==> config.mk <==
export PLATFORM = sky130hd
export DESIGN_NAME = pmdram_ctrl
export DESIGN_NICKNAME = d
export VERILOG_FILES = /design/src/rtl/pmdram_pkg.sv /design/src/rtl/pmdram_refresh_timer.sv /design/src/rtl/pmdram_array.sv /design/src/rtl/pmdram_seq.sv /design/src/rtl/pmdram_ctrl.sv
export SDC_FILE = /design/constraint.sdc
export NUM_CORES = 1
export LEC_CHECK = 0
export BUFFER_PORTS_ARGS = -buffer_cell sky130_fd_sc_hd__buf_2
export CAP_MARGIN = 25
export CORE_MARGIN = 8
export CORE_UTILIZATION = 30
export DETAILED_ROUTE_END_ITERATION = 16
export SYNTH_ARGS = -nofsm -noshare
export SYNTH_HDL_FRONTEND = slang
export SYNTH_SLANG_ARGS = --single-unit
==> constraint.sdc <==
create_clock -name clk -period 2.65 [get_ports clk]
set_clock_uncertainty 0.05 [all_clocks]
set_input_delay 0.265 -clock clk [delete_from_list [all_inputs] [get_ports clk]]
set_output_delay 0.265 -clock clk [all_outputs]
set_load 0.02 [all_outputs]
==> src/rtl/pmdram_pkg.sv <==
`timescale 1ns/1ps
package pmdram_pkg;
    typedef enum logic [2:0] {
        ST_IDLE,   // no row open
        ST_OPEN,   // row open, waiting
        ST_ROW,    // row strobe cycle
        ST_COL,    // column strobe cycle
        ST_PRE,    // precharge: both strobes low, row closes
        ST_REF     // refresh row strobe
    } seq_state_e;
endpackage

==> src/rtl/pmdram_refresh_timer.sv <==
`timescale 1ns/1ps
module pmdram_refresh_timer #(
    parameter int INTERVAL = 64
) (
    input  logic clk,
    input  logic rst_n,
    input  logic ack,
    output logic pend
);
    localparam int CW = (INTERVAL > 2) ? $clog2(INTERVAL) : 1;
    localparam logic [CW-1:0] LAST = CW'(INTERVAL - 1);

    typedef struct packed {
        logic [CW-1:0] cnt;
        logic          pend;
    } tmr_t;

    tmr_t d, q;

    always_comb begin
        d = q;
        if (q.cnt == LAST) begin
            d.cnt  = '0;
            d.pend = 1'b1;
        end else begin
            d.cnt = q.cnt + 1'b1;
            if (ack) d.pend = 1'b0;
        end
    end

    always_ff @(posedge clk) begin
        if (!rst_n) q <= '0;
        else        q <= d;
    end

    assign pend = q.pend;

    // a raised request stays raised until the sequencer takes it
    a_r8_pend_held: assert property (@(posedge clk) disable iff (!rst_n)
        (pend && !ack) |=> pend);
endmodule

==> src/rtl/pmdram_array.sv <==
`timescale 1ns/1ps
module pmdram_array #(
    parameter int ROW_W     = 2,
    parameter int COL_W     = 2,
    parameter int DATA_W    = 8,
    parameter int RETENTION = 512,
    localparam int BUS_W    = (ROW_W > COL_W) ? ROW_W : COL_W
) (
    input  logic              clk,
    input  logic              rst_n,
    input  logic [BUS_W-1:0]  addr,
    input  logic              ras,
    input  logic              cas,
    input  logic              we,
    input  logic [DATA_W-1:0] wdata,
    output logic [DATA_W-1:0] rdata
);
    localparam int ROWS  = 1 << ROW_W;
    localparam int COLS  = 1 << COL_W;
    localparam int AGE_W = $clog2(RETENTION + 1);
    localparam logic [AGE_W-1:0] AGE_MAX = AGE_W'(RETENTION);

    logic [DATA_W-1:0] mem_d [ROWS][COLS];
    logic [DATA_W-1:0] mem_q [ROWS][COLS];
    logic [DATA_W-1:0] buf_d [COLS];
    logic [DATA_W-1:0] buf_q [COLS];
    logic [ROW_W-1:0]  brow_d, brow_q;
    logic [AGE_W-1:0]  age_d [ROWS];
    logic [AGE_W-1:0]  age_q [ROWS];
    logic              decay_any;

    logic [ROW_W-1:0] row_sel;
    logic [COL_W-1:0] col_sel;
    assign row_sel = addr[ROW_W-1:0];
    assign col_sel = addr[COL_W-1:0];

    always_comb begin
        mem_d     = mem_q;
        buf_d     = buf_q;
        brow_d    = brow_q;
        age_d     = age_q;
        decay_any = 1'b0;
        for (int r = 0; r < ROWS; r++) begin
            if (age_q[r] == AGE_MAX) begin
                decay_any = 1'b1;
            end else begin
                age_d[r] = age_q[r] + 1'b1;
                if (age_q[r] == AGE_MAX - 1'b1) begin
                    for (int c = 0; c < COLS; c++) mem_d[r][c] = ~mem_q[r][c];
                end
            end
        end
        if (ras) begin
            for (int c = 0; c < COLS; c++) buf_d[c] = mem_q[row_sel][c];
            brow_d         = row_sel;
            age_d[row_sel] = '0;
        end else if (cas && we) begin
            buf_d[col_sel]         = wdata;
            mem_d[brow_q][col_sel] = wdata;
        end
    end

    always_ff @(posedge clk) begin
        if (!rst_n) begin
            for (int r = 0; r < ROWS; r++) begin
                age_q[r] <= '0;
                for (int c = 0; c < COLS; c++) mem_q[r][c] <= '0;
            end
            for (int c = 0; c < COLS; c++) buf_q[c] <= '0;
            brow_q <= '0;
        end else begin
            mem_q  <= mem_d;
            buf_q  <= buf_d;
            brow_q <= brow_d;
            age_q  <= age_d;
        end
    end

    assign rdata = cas ? buf_q[col_sel] : '0;

    // no row ever outlives its retention window
    a_r11_no_decay: assert property (@(posedge clk) disable iff (!rst_n)
        !decay_any);
endmodule

==> src/rtl/pmdram_seq.sv <==
`timescale 1ns/1ps
module pmdram_seq
    import pmdram_pkg::*;
#(
    parameter int ROW_W  = 2,
    parameter int COL_W  = 2,
    parameter int DATA_W = 8,
    localparam int BUS_W  = (ROW_W > COL_W) ? ROW_W : COL_W,
    localparam int ADDR_W = ROW_W + COL_W
) (
    input  logic              clk,
    input  logic              rst_n,
    input  logic              req_valid,
    output logic              req_ready,
    input  logic              req_we,
    input  logic [ADDR_W-1:0] req_addr,
    input  logic [DATA_W-1:0] req_wdata,
    output logic              rd_valid,
    output logic [DATA_W-1:0] rd_data,
    input  logic              ref_pend,
    output logic              ref_ack,
    output logic [BUS_W-1:0]  dram_addr,
    output logic              dram_ras,
    output logic              dram_cas,
    output logic              dram_we,
    output logic [DATA_W-1:0] dram_wdata,
    input  logic [DATA_W-1:0] dram_rdata
);
    typedef struct packed {
        seq_state_e        state;
        logic              row_valid;
        logic [ROW_W-1:0]  open_row;
        logic              pend_req;
        logic [ROW_W-1:0]  lat_row;
        logic [COL_W-1:0]  lat_col;
        logic              lat_we;
        logic [DATA_W-1:0] lat_wdata;
        logic [ROW_W-1:0]  ref_row;
        logic              rd_valid;
        logic [DATA_W-1:0] rd_data;
    } seq_t;

    seq_t d, q;
    logic accept;

    assign req_ready = ((q.state == ST_IDLE) || (q.state == ST_OPEN)) && !ref_pend;
    assign accept    = req_valid && req_ready;

    always_comb begin
        d          = q;
        d.rd_valid = 1'b0;
        ref_ack    = 1'b0;
        if (accept) begin
            d.pend_req  = 1'b1;
            d.lat_row   = req_addr[ADDR_W-1:COL_W];
            d.lat_col   = req_addr[COL_W-1:0];
            d.lat_we    = req_we;
            d.lat_wdata = req_wdata;
        end
        unique case (q.state)
            ST_IDLE: begin
                if (ref_pend)    d.state = ST_REF;
                else if (accept) d.state = ST_ROW;
            end
            ST_OPEN: begin
                if (ref_pend) d.state = ST_PRE;
                else if (accept) begin
                    if (req_addr[ADDR_W-1:COL_W] == q.open_row) d.state = ST_COL;
                    else                                         d.state = ST_PRE;
                end
            end
            ST_PRE: begin
                d.row_valid = 1'b0;
                d.state     = q.pend_req ? ST_ROW : ST_REF;
            end
            ST_ROW: begin
                d.row_valid = 1'b1;
                d.open_row  = q.lat_row;
                d.state     = ST_COL;
            end
            ST_COL: begin
                d.pend_req = 1'b0;
                d.state    = ST_OPEN;
                if (!q.lat_we) begin
                    d.rd_valid = 1'b1;
                    d.rd_data  = dram_rdata;
                end
            end
            ST_REF: begin
                ref_ack   = 1'b1;
                d.ref_row = q.ref_row + 1'b1;
                d.state   = ST_IDLE;
            end
            default: d.state = ST_IDLE;
        endcase
    end

    always_ff @(posedge clk) begin
        if (!rst_n) begin
            q       <= '0;
            q.state <= ST_IDLE;
        end else begin
            q <= d;
        end
    end

    always_comb begin
        dram_ras   = (q.state == ST_ROW) || (q.state == ST_REF);
        dram_cas   = (q.state == ST_COL);
        dram_we    = (q.state == ST_COL) && q.lat_we;
        dram_wdata = q.lat_wdata;
        unique case (q.state)
            ST_ROW:  dram_addr = BUS_W'(q.lat_row);
            ST_COL:  dram_addr = BUS_W'(q.lat_col);
            ST_REF:  dram_addr = BUS_W'(q.ref_row);
            default: dram_addr = '0;
        endcase
    end

    assign rd_valid = q.rd_valid;
    assign rd_data  = q.rd_data;

    // the two strobes never overlap
    a_r13_strobes_exclusive: assert property (@(posedge clk) disable iff (!rst_n)
        !(dram_ras && dram_cas));
    // a column strobe only ever lands on an open row
    a_r4_cas_on_open_row: assert property (@(posedge clk) disable iff (!rst_n)
        dram_cas |-> q.row_valid);
    // read data valid lasts one cycle
    a_r12_valid_pulse: assert property (@(posedge clk) disable iff (!rst_n)
        rd_valid |=> !rd_valid);
    // pending refresh blocks new host requests
    a_r10_ready_blocked: assert property (@(posedge clk) disable iff (!rst_n)
        ref_pend |-> !req_ready);
    // each refresh moves on to the next row
    a_r9_ref_row_step: assert property (@(posedge clk) disable iff (!rst_n)
        (q.state == ST_REF) |=> (q.ref_row == $past(q.ref_row) + 1'b1));
    // precharge is followed by a row strobe
    a_r5_pre_then_ras: assert property (@(posedge clk) disable iff (!rst_n)
        (q.state == ST_PRE) |=> (dram_ras && !dram_cas));
endmodule

==> src/rtl/pmdram_ctrl.sv <==
`timescale 1ns/1ps
module pmdram_ctrl #(
    parameter int ROW_W        = 2,
    parameter int COL_W        = 2,
    parameter int DATA_W       = 8,
    parameter int REF_INTERVAL = 64,
    localparam int BUS_W       = (ROW_W > COL_W) ? ROW_W : COL_W,
    localparam int ADDR_W      = ROW_W + COL_W
) (
    input  logic              clk,
    input  logic              rst_n,
    input  logic              req_valid,
    output logic              req_ready,
    input  logic              req_we,
    input  logic [ADDR_W-1:0] req_addr,
    input  logic [DATA_W-1:0] req_wdata,
    output logic              rd_valid,
    output logic [DATA_W-1:0] rd_data,
    output logic              dram_ras,
    output logic              dram_cas,
    output logic              dram_we,
    output logic [BUS_W-1:0]  dram_addr
);
    localparam int RETAIN = 2 * (1 << ROW_W) * REF_INTERVAL;

    logic              ref_pend;
    logic              ref_ack;
    logic [DATA_W-1:0] arr_wdata;
    logic [DATA_W-1:0] arr_rdata;

    pmdram_refresh_timer #(.INTERVAL(REF_INTERVAL)) u_timer (
        .clk  (clk),
        .rst_n(rst_n),
        .ack  (ref_ack),
        .pend (ref_pend)
    );

    pmdram_seq #(.ROW_W(ROW_W), .COL_W(COL_W), .DATA_W(DATA_W)) u_seq (
        .clk       (clk),
        .rst_n     (rst_n),
        .req_valid (req_valid),
        .req_ready (req_ready),
        .req_we    (req_we),
        .req_addr  (req_addr),
        .req_wdata (req_wdata),
        .rd_valid  (rd_valid),
        .rd_data   (rd_data),
        .ref_pend  (ref_pend),
        .ref_ack   (ref_ack),
        .dram_addr (dram_addr),
        .dram_ras  (dram_ras),
        .dram_cas  (dram_cas),
        .dram_we   (dram_we),
        .dram_wdata(arr_wdata),
        .dram_rdata(arr_rdata)
    );

    pmdram_array #(.ROW_W(ROW_W), .COL_W(COL_W), .DATA_W(DATA_W),
                   .RETENTION(RETAIN)) u_array (
        .clk  (clk),
        .rst_n(rst_n),
        .addr (dram_addr),
        .ras  (dram_ras),
        .cas  (dram_cas),
        .we   (dram_we),
        .wdata(arr_wdata),
        .rdata(arr_rdata)
    );
endmodule

[Yosys cells after proc, flatten, opt, wreduce, memory -nomap -nowiden]
Cells that the tools add are included.
Storage, ports and cells
  register bits: 239
  bits of input ports: 16
  output and inout bits: 15
  logic and storage cells: 146
Operators by class
  add/sub/neg operators: 6
  magnitude comparators: 4
  equal/unequal tests: 17
  muxes and demuxes: 43
  bitwise gates (word level): 22
  reduce and logical (&&, ||, !) cells: 17
Operator list (count)
  32-bit 2-to-1 mux: 13
  128-bit 2-to-1 mux: 2
  128-bit bitwise mux: 1
  8-bit NOT: 16
  32-bit binary-select mux with 2-bit select: 1
  32-bit demux with 2-bit select: 1
  10-bit 2-to-1 mux: 5
  10-bit by 1-bit adder with 10-bit output (second input constant): 4
  40-bit AND: 1
  10-bit equality test (second input constant): 4
  10-bit by 9-bit equality test with 1-bit output (second input constant): 4
  40-bit 2-to-1 mux: 1
  40-bit NOT: 1
  32-bit bitwise mux: 1
  8-bit 2-to-1 mux: 3
  10-bit demux with 2-bit select: 1
  3-bit 2-to-1 mux: 6
  8-bit binary-select mux with 2-bit select: 1
  8-bit demux with 2-bit select: 1
  3-bit one-hot mux with 5 select lines: 1
  9-bit 2-to-1 mux: 1
  6-bit by 1-bit adder with 6-bit output (second input constant): 1
  3-bit by 2-bit equality test with 1-bit output (second input constant): 2
  3-bit equality test (second input constant): 2
  other kinds (18): 35

[Logic depth before layout (Yosys ltp)]
  word-level depth: 12
  depth in mapped cells: 10
  mapped depth without buffers: 7

[Cells and area by module]
Synthesis repeated with hierarchy kept, for this count alone.
Second synthesis, totals
  cell total of the unflattened synthesis: 1253
  area, all modules: 11742.5 um^2
Modules (own cells, without submodules)
  pmdram_array: instances 1, cells an instance 1062, area each 9983.3 um^2, seq. area each 4043.9 um^2
  pmdram_seq: instances 1, cells an instance 163, area each 1487.7 um^2, seq. area each 600.6 um^2
  pmdram_refresh_timer: instances 1, cells an instance 28, area each 271.5 um^2, seq. area each 140.1 um^2

[Least setup slack after synthesis]
OpenSTA, ideal clock, no wires.
  path type: register -> register
  from: reg u_seq.q[30] in the netlist's numbering
  to: reg u_seq.q, in the netlist u_seq.dram_wdata[6]
  setup time: 0.076 ns
  arrival time: 1.907 ns
  required time: 2.524 ns
  slack: 0.617 ns
  stages on the path, launching flop included: 7
  path buffers: 2
  clock period less this slack: 2.033 ns
  cell sequence: dfxtp_1 buf_2 nor3_1 and2_0 clkbuf_1 nand2_1 a21boi_0
Between the ends
  cells in the longest elaborated chain, start to end: 4
  elaborated cells between the ends (all ways): 5
  those cells by class: eq/ne: 1; reduce/logical: 4
Ends and longest elaborated chain
  start: declaration: line pmdram_seq.sv:43  | seq_t d, q;
  3-bit by 1-bit equality test with 1-bit output or 3-bit zero test (tied branches): line pmdram_seq.sv:46  | assign req_ready = ((q.state == ST_IDLE) || (q.state == ST_OPEN)) && !ref_pend;
  1-bit logical OR (*): line pmdram_seq.sv:46
  1-bit logical AND (*): line pmdram_seq.sv:46
  named net req_ready: line pmdram_ctrl.sv:13  | output logic req_ready,
  1-bit logical AND (*): line pmdram_seq.sv:47  | assign accept = req_valid && req_ready;
The timed path passes the listed nets; every way through them passes the cells marked *.
A chain may end at the register's enable or synchronous reset.

[Worst setup path in the final report]
  from: reg u_seq.q[28] in the netlist's numbering
  to: out dram_addr[1]
Between the ends
  cells in the longest elaborated chain, start to end: 2
  elaborated cells between the ends (all ways): 4
  those cells by class: eq/ne: 3; mux: 1
Ends and longest elaborated chain
  3-bit equality test or 3-bit by 2-bit equality test with 1-bit output (tied branches): line pmdram_seq.sv:112  | unique case (q.state)
  2-bit one-hot mux with 3 select lines (*): line pmdram_seq.sv:112
  end: declaration: line pmdram_ctrl.sv:22  | output logic [BUS_W-1:0] dram_addr
Mark *: on every way between the ends. The rest lies on a longest branch, timed or not.

==> metrics <==
vias in the first global route 8847; top routing layer in use met4; CP arrival 2.20 ns; fmax 0.3974 GHz; pin count of the biggest net entering global routing 98; Seq pwr share 44.2%; Int Pwr 6395 uW; postcts setup bufs 0; Reg clk slew, reported paths 0.06 ns; RSZ-0062 raised after global routing false; commonest cells after routing, fill and taps aside 238 x dfxtp_1, 155 x nand2_1, 152 x xnor2_1; DR WL met2 13080 um; crit path max fanout 17; I/O pin count 31; WL met3 1498 um; status complete, no violations; num rows 72; GPL Wtd Cong 0.8285; Crit Path Class flop to primary output; Max Cap Viol 0; Die Y 212.9 um; Starting Density 30.24%; drt total wl 29870 um; fin util 35.13%; EDFF count, synth 0; TNS Setup 0 ns; Async SR Flop Fraction 0%; P per Cell Area 625.7 nW/um2; Port Buffers 30; area delta synth->final 16.18%; measured slew at the worst slew-check pin 0.6217 ns; minimum clock period 2.516 ns; clock share of power 47.3%; Largest stage delay, worst path 0.51 ns; Sw Ratio 24.37%; Worst VDD drop 0.3966 mV; number of vias per cell 4.926; total net switching power 2060 uW; WL per Instance 16.32 um; Core ar. 38470 um2; Mapped Cells 1274; routed via count 9014; commonest non-fill, non-tap cell in the layout dfxtp_1; share of post-route cells with drive strength above 1 11.13%; first-pass GRT wire length 48730 um; crit path launch type flop; CP Cell Sequence and4b_1 > o21ba_4 > inv_4 > buf_4 > buf_2; Setup crit end kind primary output; Root Driver clkbuf_16; initial antenna violation count 0; HP Class primary input to flop; drt first-iter violations 681; Pleak 0.005119 uW; drt pass-1 iters 6; Die W 212.9 um; Avg Inst Size Synth 9.130 um2; DRT met1 WL 14520 um; combinational power share 8.5%; CTS tree built; post-synthesis cell area 11630 um2; Slew Limit Fails 0; Hold Vio Cnt, Final 0; post-synthesis cell type count 54; GRT overflow 0; crit share post-route 94.95%; post-DP HPWL 18920 um; post-route ant nets 0; htree depth 1; CTS buffer count 28; Antenna diodes 0; Reg2Reg Setup Slack 0.33 ns; gr usage total 13.13%; prevailing post-synth register cell dfxtp_1; endpoints failing setup 0; # DRC 0; die area 45330 um2; Slowest cell on crit path dfxtp_1; register area share after synthesis 41.14%; Clock Sinks 239; CP required 2.34 ns; Seq cells post-synth 239; clock buffer depth 3; Yosys warning count 0; Worst slew margin 58.23%; Final #Nets 1317; Fill cells 3935; worst skew pair latency 0.54 ns; Mapped Nets 1299
-- worst max-delay path, delay by kind of cell, from the launching register on --
| family | cells | cell delay (ns) |
|---|---|---|
| flip-flops | 1 | 0.51 |
| AND/OR/NAND/NOR | 1 | 0.27 |
| AO/OA/AOI/OAI | 1 | 0.20 |
| buffers and inverters | 3 | 0.67 |
-- metal layers --
metal | GRT usage [%] | up-vias
met2 | 20.82 | 194
met5 | 0 | -
met3 | 1.849 | 47
met1 | 18.36 | 4308
met4 | 3.736 | 0
li1 | - | 4465
-- what timing repair did --
item	in CTS	in global routing
endpoints found under the hold margin	13	0
gates resized for setup	0	1
setup endpoints to repair	0	1
hold buffers	13	0
-- path summary, 6_finish.rpt --
check        cells past startpoint          endpoint         start
max reg2reg                      7  u_array.buf_q[0]   u_seq.q[28]
min reg2reg                      1      u_timer.q[1]  u_timer.q[1]
max                              5      dram_addr[1]   u_seq.q[28]
min                              3       u_seq.q[28]     req_valid
-- synth_stat cells (2+ instances only) --
cell,n,area [um2]
a21oi_1,94,470.5
buf_2,34,170.2
o21ai_2,2,17.52
o311a_1,12,120.1
o21ai_0,58,290.3
o22a_1,24,210.2
o211a_1,49,490.5
xor2_1,16,140.1
nand3b_1,2,15.01
a21o_1,2,15.01
nand4_1,4,25.02
nor2b_1,5,31.28
nand3_1,38,190.2
a21boi_0,17,127.6
nor4_2,2,25.02
mux2_2,3,33.78
and2_1,6,37.54
nor3_1,9,45.04
nor2_1,62,232.7
mux2i_1,94,940.9
nand2b_1,4,25.02
o21ai_1,25,125.1
nand4b_1,2,17.52
buf_6,3,33.78
nor4b_2,3,45.04
dfxtp_1,239,4785
nor3_4,4,65.06
o22ai_1,8,50.05
and3_1,8,50.05
a22o_1,8,70.07
o31ai_1,9,67.56
xnor2_1,152,1331
inv_1,16,60.06
a211o_1,8,70.07
nand2_1,155,581.8
ha_1,9,112.6
buf_4,16,120.1
inv_2,3,11.26
o21a_1,2,15.01
clkbuf_1,50,187.7
nor4b_1,4,35.03
-- power by group through the flow --
stage	Clock (uW)	Sequential (uW)	Combinational [uW]
after global placement	0	3810	695
after detailed placement	0	3810	702
after floorplan	0	3780	485
after global routing	4260	3740	781
final	4000	3730	719
after CTS	4100	3730	720
-- per-stage QoR --
step	total power (uW)	setup WS, ns	instances	hold WS (ns)	cell area (um2)
final	8455	0.1339	1830	0.03500	13510
after global placement	4502	0.3706	1767	0.3859	12410
after CTS	8548	0.08510	1830	0.01867	13510
after floorplan	4261	0.6171	1274	0.3599	11630
after global routing	8779	0.05456	1830	0.04473	13510
after detailed placement	4512	0.3454	1767	0.4039	12410
-- layout make-up --
| type | count | area (um2) | area share [%] |
|---|---|---|---|
| Clock buffer | 44 | 862.1 | 6.380 |
| Clock inverter | 6 | 108.9 | 0.8056 |
| Inverter | 19 | 73.82 | 0.5463 |
| Multi-Input combinational cell | 913 | 6291 | 46.56 |
| Sequential cell | 239 | 4786 | 35.42 |
| Tap cell | 518 | 648.1 | 4.796 |
| Timing Repair Buffer | 91 | 743.2 | 5.500 |
-- cell families after synthesis --
group	share of synthesized area, %
AO/OA/AOI/OAI	18.95
AND/OR/NAND/NOR	12.90
flip-flops	41.14
multiplexers	8.380
buffers and inverters	5.013
adder cells (fa/ha/maj)	0.9682
XOR/XNOR	12.65
-- flip-flops by register name, summed over array words and instances, names as in the netlist --
signal,flops
u_array.age_q,40
u_array.brow_q,2
u_array.buf_q,32
u_array.mem_q,128
u_seq.dram_wdata,8
u_seq.q,13
u_seq.rd_data,8
u_seq.rd_valid,1
u_timer.pend,1
u_timer.q,6
Note: power is estimated with default switching activity, not from simulation.
